==> config.mk <==
export PLATFORM = sky130hd
export DESIGN_NAME = dperm_fault_eval
export DESIGN_NICKNAME = d
export VERILOG_FILES = /design/src/rtl/dperm_pkg.sv /design/src/rtl/dperm_fault_eval.sv
export SDC_FILE = /design/constraint.sdc
export NUM_CORES = 1
export LEC_CHECK = 0
export ABC_CLOCK_PERIOD_IN_PS = 2050
export BUFFER_PORTS_ARGS = -buffer_cell sky130_fd_sc_hd__buf_2
export CORE_AREA = 2 2 39 41
export DETAILED_ROUTE_END_ITERATION = 16
export DIE_AREA = 0 0 41 43
export PLACE_DENSITY = 0.3
export RECOVER_POWER = 100
export SLEW_MARGIN = 20
export SYNTH_ARGS = -nofsm -noshare
export SYNTH_HDL_FRONTEND = slang
export SYNTH_SLANG_ARGS = --single-unit
==> constraint.sdc <==
create_clock -name vclk -period 2.05
set_input_delay 0.615 -clock vclk [all_inputs]
set_output_delay 0.615 -clock vclk [all_outputs]
set_load 0.01 [all_outputs]
==> src/rtl/dperm_pkg.sv <==
package dperm_pkg;

  // Fault codes; numeric order equals check priority (lower code wins).
  typedef enum logic [2:0] {
    FLT_NONE = 3'd0,
    FLT_PRIV = 3'd1,
    FLT_PROT = 3'd2,
    FLT_NFO  = 3'd3,
    FLT_SIDE = 3'd4
  } fault_e;

  localparam int NUM_RULES = 4;

  // Rule vector: index i maps to fault code i+1.
  function automatic logic [NUM_RULES-1:0] rule_hits(
    input logic wr, input logic priv_lvl, input logic nf_acc,
    input logic p_priv, input logic p_wr, input logic p_nfo, input logic p_side);
    logic [NUM_RULES-1:0] h;
    h[0] = !priv_lvl && p_priv;
    h[1] = wr && !p_wr;
    h[2] = p_nfo && !nf_acc;
    h[3] = p_side && nf_acc;
    return h;
  endfunction

endpackage

==> src/rtl/dperm_fault_eval.sv <==
module dperm_fault_eval
  import dperm_pkg::*;
(
  input  logic                 acc_write,
  input  logic                 acc_priv,
  input  logic                 acc_nofault,
  input  logic                 page_priv,
  input  logic                 page_writable,
  input  logic                 page_nfo,
  input  logic                 page_side,
  output logic [NUM_RULES-1:0] rule_hit,
  output fault_e               fault_code,
  output logic                 any_fault
);

  assign rule_hit = rule_hits(acc_write, acc_priv, acc_nofault,
                              page_priv, page_writable, page_nfo, page_side);

  // Scan from lowest priority to highest so the highest firing rule stays.
  always_comb begin
    fault_code = FLT_NONE;
    for (int i = NUM_RULES - 1; i >= 0; i--) begin
      if (rule_hit[i]) fault_code = fault_e'(3'(i + 1));
    end
  end

  assign any_fault = |rule_hit;

endmodule

==> summary.md <==
The via total after detailed routing is 129. The worst hold path belongs to the class primary input to output port. The run gives 81.3 sq um as the netlist area before placement. STA classifies the critical path startpoint as a primary input. Row generation in the floorplan step produced 14 rows. The global routing stage identified its most utilized layer as met1. The flow ran to the end, and the final reports show no timing, DRC or antenna violations.

The design has 0 sequential cells. The run gives 36 as the total number of nets in the final design. Dividing the detail-routed wire length by the instance count gives 8.26 microns.

The buffer and inverter count on the worst path is 3. The biggest cell delay along the critical path came out at 0.18 ns. Number of port buffers: 15. The library cell contributing the largest single delay on the critical path was nor3_2. The final setup TNS was 0 ns. The area of all placed cells without fillers is 168 sq um. For the number of clock buffer instances in the layout, the log shows 0. When the netlist entered floorplanning its net count stood at 19. The run gives 4 as the detailed-router iteration count before antenna repair.

The final-report hold violation count was 0; the number of cells produced by synthesis was 12. Global routing consumed, on the met1 layer, 7.59% of the routing resources. The post-CTS setup repair buffer count was 0.

The width of the die works out to 41 microns. The die covers 1760 sq um. Global routing consumed, on the met3 layer, 2.62% of the routing resources.

The number of buffers inserted for hold repair after clock tree synthesis was 0; the power per cell area was 212 nW/um^2. After detailed routing, the number of vias per cell comes to 3.00. Pin count of the biggest net entering global routing: 5. The initial antenna violation count was 0; the worst-case vdd ir drop was 0.0000700 V.

Cells with a size suffix above 1 make up 48.1% of the layout. The logs give 2 for the iteration-0 DRC count of the detailed router and 1.43 ns for the data required time at the worst endpoint. The worst pin sits at a relative slew slack of 89.5%. The wire length of the first global-routing pass was 455 microns. The class of the most critical setup path was primary input to output port. After layout, the minimum clock period comes to 1.84 ns. Timing would allow up to 544 MHz. The area of all sequential standard cells was 0 sq um. The critical path goes through buf_2 > nand2b_2 > inv_1 > nor3_2 > clkbuf_1. The tools report the final max-slew violation count as 0. The antenna cell count was 0; the total global-route track usage was 3.60%. For the number of global-route vias before repair, the log shows 106.

Global-route congestion overflow total: 0. Kind of cell adding the most delay to the critical path: buffers and inverters. In this run the most critical hold path is launched from page_nfo.

In the layout the commonest cells are buf_2, clkbuf_1, inv_1, nand2b_4. For the initial core utilization, the log shows 5.88%. For the count of yosys warnings during synthesis, the log shows 0.

After floorplanning, the core was sized to cover 1380 sq um. The overall routed net length was 355 microns; the static leakage was 0.100 nW. The height of the die is 43 microns, and the sequential area share after synthesis is 0%.

The tools report the start point of the critical path as acc_priv. Setup repair after global routing left no endpoint under its margin. For the pin with the worst max-slew slack, the measured transition is 0.158 ns. Global routing used 2.19% of the available met2 tracks. Setup violations remaining at the end of the flow were counted as 0. The library cell used most frequently in the layout, excluding fill and tap cells, is buf_2. In this run the remaining antenna-violating nets after routing total 0. The post-route clock period utilization works out to 89.7%.

The area growth from synthesis to layout is 106%. The tightest hold path in the finished design has a slack of 1.57 ns. Max-cap violations in this run came to 0. In this run, post-CTS repair resized a total of 0 instances.

In this run the mean area of a mapped cell was 6.78 sq um. For the area after detailed placement, the log shows 176 sq um. At the end of routability-driven placement, the weighted congestion stood at 0.597. The worst setup path is captured at an output port. Synthesis instantiated 9 different standard cells from the library. For the post-route DRC violation count, the log shows 0. For this design the top-level I/O count stands at 15. In this run the worst path has a maximum fanout of 3. The tools report the data arrival time of the critical path as 1.22 ns.
final timing paths:
path       endpoint  slack [ns]  cells past startpoint
min     rule_hit[2]        1.57                      4
max   fault_code[2]        0.21                      5
synth_stat cells:
library cell  number  share of area (%)
inv_1              2                9.2
nor3_2             1                 12
nand4_1            1                7.7
nand2b_4           2                 34
a21oi_1            1                6.1
o21ai_1            1                6.1
nand2b_2           1                 11
nand2_1            1                4.6
inv_2              2                9.2
per-stage QoR:
stage | instances | utilization (%) | setup WS, ns | total power, mW
2_1_floorplan | 12 | - | 0.414 | 0.0191
5_1_grt | 43 | 12.1 | 0.149 | 0.0397
6_report | 43 | 12.1 | 0.210 | 0.0356
3_3_place_gp | 43 | 12.7 | 0.250 | 0.0390
3_5_place_dp | 43 | 12.7 | 0.252 | 0.0383
4_1_cts | 43 | 12.7 | 0.251 | 0.0384
cell families (layout without fill, tap and decap cells):
family | Yosys count | count (layout) | synth area share (%)
buffers and inverters | 4 | 19 | 18.5
AOI/OAI and AO/OA | 2 | 2 | 12.3
and+or+nand+nor | 6 | 6 | 69.2
power by group:
part           leakage (nW)  switching (mW)  internal, mW  total, mW
Combinational         0.100          0.0197        0.0159     0.0356
Clock                     0               0             0          0
Sequential                0               0             0          0
Total                 0.100          0.0197        0.0159     0.0356
layout make-up:
type / instances / area [sq um]
timing repair buffer: 15 / 66.3
fill: 164 / 1220
inverter: 4 / 15.0
tap: 16 / 20.0
multi-input combinational: 8 / 66.3
per-layer routing:
layer / up-vias / wire [microns] / share of wire, %
met4: 0 / 0 / 0
li1: 67 / - / -
met3: 0 / 118 / 33
met2: 17 / 55 / 15
met5: - / 0 / 0
met1: 45 / 180 / 51
Power figures use the tool's default switching activity.
